File: config.mk
export PLATFORM = sky130hd
export DESIGN_NAME = opsel_alu
export DESIGN_NICKNAME = d
export VERILOG_FILES = /design/src/rtl/opsel_alu_pkg.sv /design/src/rtl/opsel_logic.sv /design/src/rtl/opsel_arith.sv /design/src/rtl/opsel_cmp.sv /design/src/rtl/opsel_alu.sv
export SDC_FILE = /design/constraint.sdc
export NUM_CORES = 1
export LEC_CHECK = 0
export BUFFER_PORTS_ARGS = -buffer_cell sky130_fd_sc_hd__buf_2
export CAP_MARGIN = 20
export CORE_MARGIN = 2
export CORE_UTILIZATION = 43
export CTS_CLUSTER_SIZE = 20
export DETAILED_ROUTE_END_ITERATION = 6
export HOLD_SLACK_MARGIN = 0.02
export PLACE_DENSITY = 0.61
export SYNTH_ARGS = -nofsm -noshare
export SYNTH_HDL_FRONTEND = slang
export SYNTH_SLANG_ARGS = --single-unit
File: constraint.sdc
create_clock -name clk_i -period 5.85 [get_ports clk_i]
set_clock_uncertainty 0.2 [all_clocks]
set_input_delay 0.2925 -clock clk_i [delete_from_list [all_inputs] [get_ports clk_i]]
set_output_delay 0.2925 -clock clk_i [all_outputs]
set_load 0.02 [all_outputs]
File: src/rtl/opsel_alu_pkg.sv
package opsel_alu_pkg;
  localparam int unsigned DATA_W = 8;
  localparam int unsigned FUNC_W = 4;

  typedef enum logic [FUNC_W-1:0] {
    OP_AND   = 4'd0,
    OP_OR    = 4'd1,
    OP_NOT   = 4'd2,
    OP_INC   = 4'd3,
    OP_DEC   = 4'd4,
    OP_SHR   = 4'd5,
    OP_ADD   = 4'd6,
    OP_SUB   = 4'd7,
    OP_GT    = 4'd8,
    OP_EQ    = 4'd9,
    OP_LT    = 4'd10,
    OP_MOVB  = 4'd11,
    OP_MUL   = 4'd12,
    OP_ZERO  = 4'd13,
    OP_CARRY = 4'd14,
    OP_SHL   = 4'd15
  } op_e;

  function automatic logic is_test_op(op_e op);
    return (op == OP_GT) || (op == OP_EQ) || (op == OP_LT) ||
           (op == OP_ZERO) || (op == OP_CARRY);
  endfunction
endpackage

File: src/rtl/opsel_logic.sv
module opsel_logic #(
  parameter int unsigned W = 8
) (
  input  logic [W-1:0] a_i,
  input  logic [W-1:0] b_i,
  output logic [W-1:0] and_o,
  output logic [W-1:0] or_o,
  output logic [W-1:0] not_o,
  output logic [W-1:0] shr_o,
  output logic [W-1:0] shl_o,
  output logic [W-1:0] movb_o
);
  assign and_o  = a_i & b_i;
  assign or_o   = a_i | b_i;
  assign not_o  = ~a_i;
  assign shr_o  = {1'b0, a_i[W-1:1]};
  assign shl_o  = {a_i[W-2:0], 1'b0};
  assign movb_o = b_i;
endmodule

File: src/rtl/opsel_arith.sv
module opsel_arith #(
  parameter int unsigned W = 8
) (
  input  logic [W-1:0] a_i,
  input  logic [W-1:0] b_i,
  output logic [W-1:0] inc_o,
  output logic [W-1:0] dec_o,
  output logic [W-1:0] add_o,
  output logic [W-1:0] sub_o,
  output logic [W-1:0] mul_o,
  output logic         carry_o
);
  localparam int unsigned PW = 2 * W;

  logic [W:0]    sum_full;
  logic [PW-1:0] prod_full;

  assign sum_full  = {1'b0, a_i} + {1'b0, b_i};
  assign prod_full = PW'(a_i) * PW'(b_i);

  assign inc_o   = a_i + W'(1);
  assign dec_o   = a_i - W'(1);
  assign add_o   = sum_full[W-1:0];
  assign sub_o   = a_i - b_i;
  assign mul_o   = prod_full[W-1:0];
  assign carry_o = sum_full[W];
endmodule

File: src/rtl/opsel_cmp.sv
module opsel_cmp #(
  parameter int unsigned W = 8
) (
  input  logic [W-1:0] a_i,
  input  logic [W-1:0] b_i,
  output logic         gt_o,
  output logic         eq_o,
  output logic         lt_o,
  output logic         zero_o
);
  assign gt_o   = a_i > b_i;
  assign eq_o   = a_i == b_i;
  assign lt_o   = a_i < b_i;
  assign zero_o = ~|a_i;
endmodule

File: src/rtl/opsel_alu.sv
module opsel_alu
  import opsel_alu_pkg::*;
#(
  parameter int unsigned W = DATA_W
) (
  input  logic         clk_i,
  input  logic         rst_ni,
  input  logic [W-1:0] a_i,
  input  logic [W-1:0] b_i,
  input  logic [3:0]   func_i,
  input  logic         load_i,
  output logic [W-1:0] result_o,
  output logic         flag_o,
  output logic [W-1:0] hold_o
);
  logic [W-1:0] and_v, or_v, not_v, shr_v, shl_v, movb_v;
  logic [W-1:0] inc_v, dec_v, add_v, sub_v, mul_v;
  logic         carry_v, gt_v, eq_v, lt_v, zero_v;
  logic         test_bit;
  op_e          op;

  assign op = op_e'(func_i);

  opsel_logic #(.W(W)) u_logic (
    .a_i(a_i), .b_i(b_i),
    .and_o(and_v), .or_o(or_v), .not_o(not_v),
    .shr_o(shr_v), .shl_o(shl_v), .movb_o(movb_v)
  );

  opsel_arith #(.W(W)) u_arith (
    .a_i(a_i), .b_i(b_i),
    .inc_o(inc_v), .dec_o(dec_v), .add_o(add_v),
    .sub_o(sub_v), .mul_o(mul_v), .carry_o(carry_v)
  );

  opsel_cmp #(.W(W)) u_cmp (
    .a_i(a_i), .b_i(b_i),
    .gt_o(gt_v), .eq_o(eq_v), .lt_o(lt_v), .zero_o(zero_v)
  );

  always_comb begin
    test_bit = 1'b0;
    unique case (op)
      OP_GT:    test_bit = gt_v;
      OP_EQ:    test_bit = eq_v;
      OP_LT:    test_bit = lt_v;
      OP_ZERO:  test_bit = zero_v;
      OP_CARRY: test_bit = carry_v;
      default:  test_bit = 1'b0;
    endcase
  end

  always_comb begin
    unique case (op)
      OP_AND:  result_o = and_v;
      OP_OR:   result_o = or_v;
      OP_NOT:  result_o = not_v;
      OP_INC:  result_o = inc_v;
      OP_DEC:  result_o = dec_v;
      OP_SHR:  result_o = shr_v;
      OP_ADD:  result_o = add_v;
      OP_SUB:  result_o = sub_v;
      OP_MOVB: result_o = movb_v;
      OP_MUL:  result_o = mul_v;
      OP_SHL:  result_o = shl_v;
      default: result_o = {{(W-1){1'b0}}, test_bit};
    endcase
  end

  assign flag_o = is_test_op(op) & test_bit;

  always_ff @(posedge clk_i or negedge rst_ni) begin
    if (!rst_ni)     hold_o <= '0;
    else if (load_i) hold_o <= result_o;
  end

  assert_cmp_exclusive_R5: assert property (@(posedge clk_i) disable iff (!rst_ni)
    $countones({gt_v, eq_v, lt_v}) == 1);

  assert_test_upper_zero_R5: assert property (@(posedge clk_i) disable iff (!rst_ni)
    is_test_op(op) |-> (result_o[W-1:1] == '0));

  assert_flag_matches_R8: assert property (@(posedge clk_i) disable iff (!rst_ni)
    is_test_op(op) |-> (flag_o == result_o[0]));

  assert_flag_quiet_R8: assert property (@(posedge clk_i) disable iff (!rst_ni)
    !is_test_op(op) |-> !flag_o);

  assert_zero_ignores_b_R7: assert property (@(posedge clk_i) disable iff (!rst_ni)
    (op == OP_ZERO) |-> (result_o[0] == (a_i == '0)));

  assert_hold_capture_R9: assert property (@(posedge clk_i) disable iff (!rst_ni)
    load_i |=> (hold_o == $past(result_o)));

  assert_hold_keep_R9: assert property (@(posedge clk_i) disable iff (!rst_ni)
    !load_i |=> $stable(hold_o));
endmodule

[Word-level counts from Yosys, hierarchy flattened]
Cells that the tools add are included.
Word-level totals
  output and inout bits: 17
  register bits: 8
Cells by class
  eq/ne operators: 16
  reductions and logical operators: 7
  $add $sub $neg: 4
  mux-type cells: 2
  bitwise logic cells: 4
  $mul: 1
  order comparisons: 2
Operator list (number)
  $pmux W8 S11: 1
  $eq A4 B4 Y1 const B: 8
  $eq A4 B3 Y1 const B: 4
  $add A8 B8 Y9: 1
  $add A8 B1 Y8 const B: 1
  $and A8 B8 Y8: 1
  $eq A4 B2 Y1 const B: 2
  $eq A8 B8 Y1: 1
  $gt A8 B8 Y1: 1
  $lt A8 B8 Y1: 1
  $mul A8 B8 Y8: 1
  $not A8 Y8: 1
  $or A8 B8 Y8: 1
  $reduce_or A8 Y1: 1
  $sub A8 B1 Y8 const B: 1
  $sub A8 B8 Y8: 1
  $pmux W1 S5: 1
  $eq A4 B1 Y1 const B: 1
  $logic_not A4 Y1: 1
  $logic_or A1 B1 Y1: 4
  $and A1 B1 Y1: 1
  $logic_not A1 Y1: 1

[Depth between registers and ports, before layout]
  word-level depth: 6
  gate-level depth with buffers: 16

[Hierarchy]
Synthesis repeated with hierarchy kept, for this count alone.
Second synthesis, totals
  cells, all modules: 469
  area total of the unflattened synthesis: 3460.8 um^2
By module, submodules not included
  opsel_arith: cells an instance 221, seq. area each 0.0 um^2, area an instance 1677.9 um^2, times used 1
  opsel_alu: cells an instance 167, seq. area each 200.2 um^2, area an instance 1238.7 um^2, times used 1
  opsel_logic: cells an instance 49, seq. area each 0.0 um^2, area an instance 321.6 um^2, times used 1
  opsel_cmp: cells an instance 32, seq. area each 0.0 um^2, area an instance 222.7 um^2, times used 1

[Least setup slack after synthesis]
OpenSTA, ideal clock, no wires.
  path kind: input-to-output
  from: in a_i[1]
  to: out result_o[7]
  arrival: 4.224 ns
  path buffers: 1
  stages on the path: 15
  path slack: 1.133 ns
  cells stage by stage: clkbuf_1 -> nand2_1 -> fa_1 -> fa_1 -> inv_1 -> fa_1 -> inv_1 -> fa_1 -> inv_1 -> ha_1 -> a21oi_1 -> xnor3_1 -> xnor3_1 -> a211oi_2 -> nand3_1
Between the ends
  cells in the longest elaborated chain, start to end: 2
  elaborated cells between the ends (all ways): 6
  those cells by class: 4 x add/sub; 1 x mul; 1 x mux
RTL lines
  start, declared: RTL line opsel_alu.sv:8  | input logic [W-1:0] a_i,
  $mul A8 B8 Y8 (tied with other cells): RTL line opsel_arith.sv:19  | assign prod_full = PW'(a_i) * PW'(b_i);
  $pmux W8 S11 (*): RTL line opsel_alu.sv:54  | unique case (op)
  end, declared: RTL line opsel_alu.sv:12  | output logic [W-1:0] result_o,
Mark *: on every way between the ends. The rest lies on a longest branch, timed or not.

[Final worst setup path]
Same ends and word-level chain as after synthesis.

==> impl_metrics.json <==
{
  "syn_to_final_growth_pct": 8.780,
  "syn_inst": 406,
  "post_cts_buffers": 0,
  "synth_top_area_cell": "ha_1",
  "synth_area_sq_um": 3078,
  "synth-edff-count": 0,
  "synth_most_common_cell": "inv_1",
  "path_class": "in2out",
  "start_util_pct": 44.81,
  "fillers": 739,
  "total_power_w": 0.0005256,
  "clock-sinks": 8,
  "drtIter0Drc": 354,
  "tightest_slew_ps": 960.4,
  "top_usage_layer": "met2",
  "postCtsHoldBufs": 1,
  "slowest_stage": "fa_1",
  "arrival_ps": 4650,
  "power_per_cell_area_nw_per_um2": 157.0,
  "die_w_um": 88.61,
  "max_freq_mhz": 194.4,
  "endpoint_kind": "output port",
  "ys.flop_type": "dfrtp_1",
  "ys_async_sr_fraction_pct": 100.0,
  "placed_cells": 523,
  "critPathBufInv": 5,
  "nets": 517,
  "status": "finished, final reports clean",
  "r2r_start": "hold_o[2]",
  "reg2reg_to": "hold_o[2]",
  "fin_setup_tns_ps": 0,
  "ant_nets": 0,
  "final_core_util_pct": 48.74,
  "vdd_drop_max_uv": 74.58,
  "yosysTopAreaCellShare_pct": 18.70,
  "grt_pass1_vias": 2948,
  "ys_seq_area_share_pct": 6.504,
  "ys_ff_latch": 8,
  "die_h_um": 88.61,
  "grt_start_max_net_pins": 35,
  "synth_warnings": 0,
  "post-route-period-util_pct": 87.92,
  "synth.area.top_cells": "ha_1, fa_1, dfrtp_1, inv_1, nand2_1",
  "relSlewSlack_pct": 35.48,
  "crit_top_cell": "fa_1",
  "hold_viol_final": 0,
  "crit_path_start_kind": "primary input",
  "clock_path_buffers": 2,
  "regMostFlops": "hold_o",
  "syn_area_per_cell_sq_um": 7.581,
  "slew_viol_final": 0,
  "cts_resized": 0,
  "wl_per_cell_um": 18.36,
  "grtUsageMet2_pct": 39.64,
  "critPathRequiredTime_ps": 5360,
  "critical_path.cell_chain": "buf_2 > nand2_1 > fa_1 > fa_1 > inv_1 > fa_1 > inv_1 > fa_1 > inv_1 > ha_1 > a21oi_1 > xnor3_1 > xnor3_1 > a211oi_2 > nand3_1 > buf_2",
  "firstDrtPassIters": 5,
  "largest_register_ff_count": 8,
  "setup_viol": 0,
  "routed_via_density": 6.027,
  "p_leak_nw": 1.628,
  "cts_buffers": 3,
  "drcViolationCount": 0,
  "grt_first_pass_wirelength_um": 15700,
  "timing.final.ws_setup_ps": 706.5,
  "io_pins": 40,
  "worst-r2r-setup-slack_ps": 4880,
  "antenna_found_initial": 0,
  "finalNonFillerCells": 527,
  "critPathMaxStageDelay_ps": 540,
  "reg_top3": "hold_o x8",
  "diodes": 0,
  "gp_congestion": 0.9913,
  "critical_path.top_delay_family": "adder cells",
  "portBuffers": 39,
  "worst-r2r-cell-count": 1,
  "rsz0062_at_grt": "false",
  "pre_cts_ws_ps": 713.1,
  "maxCapViolCount": 0,
  "path_max_fanout": 14,
  "clock_latency_ps": 230,
  "grtUsageMet1_pct": 39.27,
  "synthTopCellsByCount": "inv_1, ha_1, nand2_1",
  "syn-num-nets": 490,
  "cts_tree": "yes",
  "hpwlAfterDp_um": 7718,
  "min_period_ps": 5144,
  "htreeDepth": 1,
  "drive_above_1_share_pct": 13.23,
  "fp.coreArea_sq_um": 6869,
  "ys_types": 64,
  "hold_path.class": "in2async",
  "use_met3_pct": 3.545,
  "drt-total-wl_um": 9677,
  "grt_overflow": 0,
  "rows": 30,
  "path_clk_slew_ps": 40,
  "grt_use_total_pct": 26.00,
  "vias": 3176,
  "dieArea_sq_um": 7851,
  "cts-root-buf": "clkbuf_8"
}
==> cell usage in the layout (no fill, tap or decap), drive strengths merged, types with 7 or more instances in the layout <==
cell type,count
nand3,17
inv,49
xnor2,14
dfrtp,8
nor2,35
ha,46
nor2b,7
nand2,39
fa,15
buf,39
o21ai,11
nor3,9
a21oi,26
==> area by class of cell <==
cell class,count,area [sq um],share of cell area (%)
Tap cell,96,120.1,3.587
Clock buffer,3,41.29,1.233
Inverter,49,183.9,5.493
Timing Repair Buffer,40,205.2,6.129
Multi-Input combinational cell,331,2597,77.58
Sequential cell,8,200.2,5.979
==> power breakdown <==
part	total, W	switching [W]	internal (W)
Clock	0.0000669	0.0000223	0.0000446
Sequential	0.0000698	0.00000453	0.0000653
Combinational	0.000389	0.000234	0.000155
==> kinds of logic after synthesis <==
family	share of synthesized area, %
simple gates	23.09
buf+inv	9.105
mux	2.845
fa+ha+maj	28.46
compound gates	22.85
xor+xnor	7.154
flops	6.504
==> routing by layer <==
metal  share of wire (%)  vias to the layer above
met1                  45                     1497
met5                   0                        -
met4                 2.1                        0
met3                 8.9                       16
li1                    -                     1496
met2                  44                      167
==> per-stage QoR <==
step / area, sq um / hold slack, ps
2_1_floorplan: 3078 / -203.1
3_3_place_gp: 3297 / -57.52
5_1_grt: 3348 / 252.3
4_1_cts: 3348 / 249.1
3_5_place_dp: 3297 / -48.52
6_report: 3348 / 245.1
==> worst max-delay path by stage <==
stage	start	cells past startpoint	slack, ps	end
4_1_cts	a_i[1]	16	720	result_o[7]
3_5_place_dp	a_i[1]	16	710	result_o[7]
2_1_floorplan	a_i[1]	15	1130	result_o[7]
6_report	a_i[1]	16	710	result_o[7]
5_1_grt	a_i[1]	16	450	result_o[7]
3_3_place_gp	a_i[1]	16	770	result_o[7]
Power figures use the tool's default switching activity.
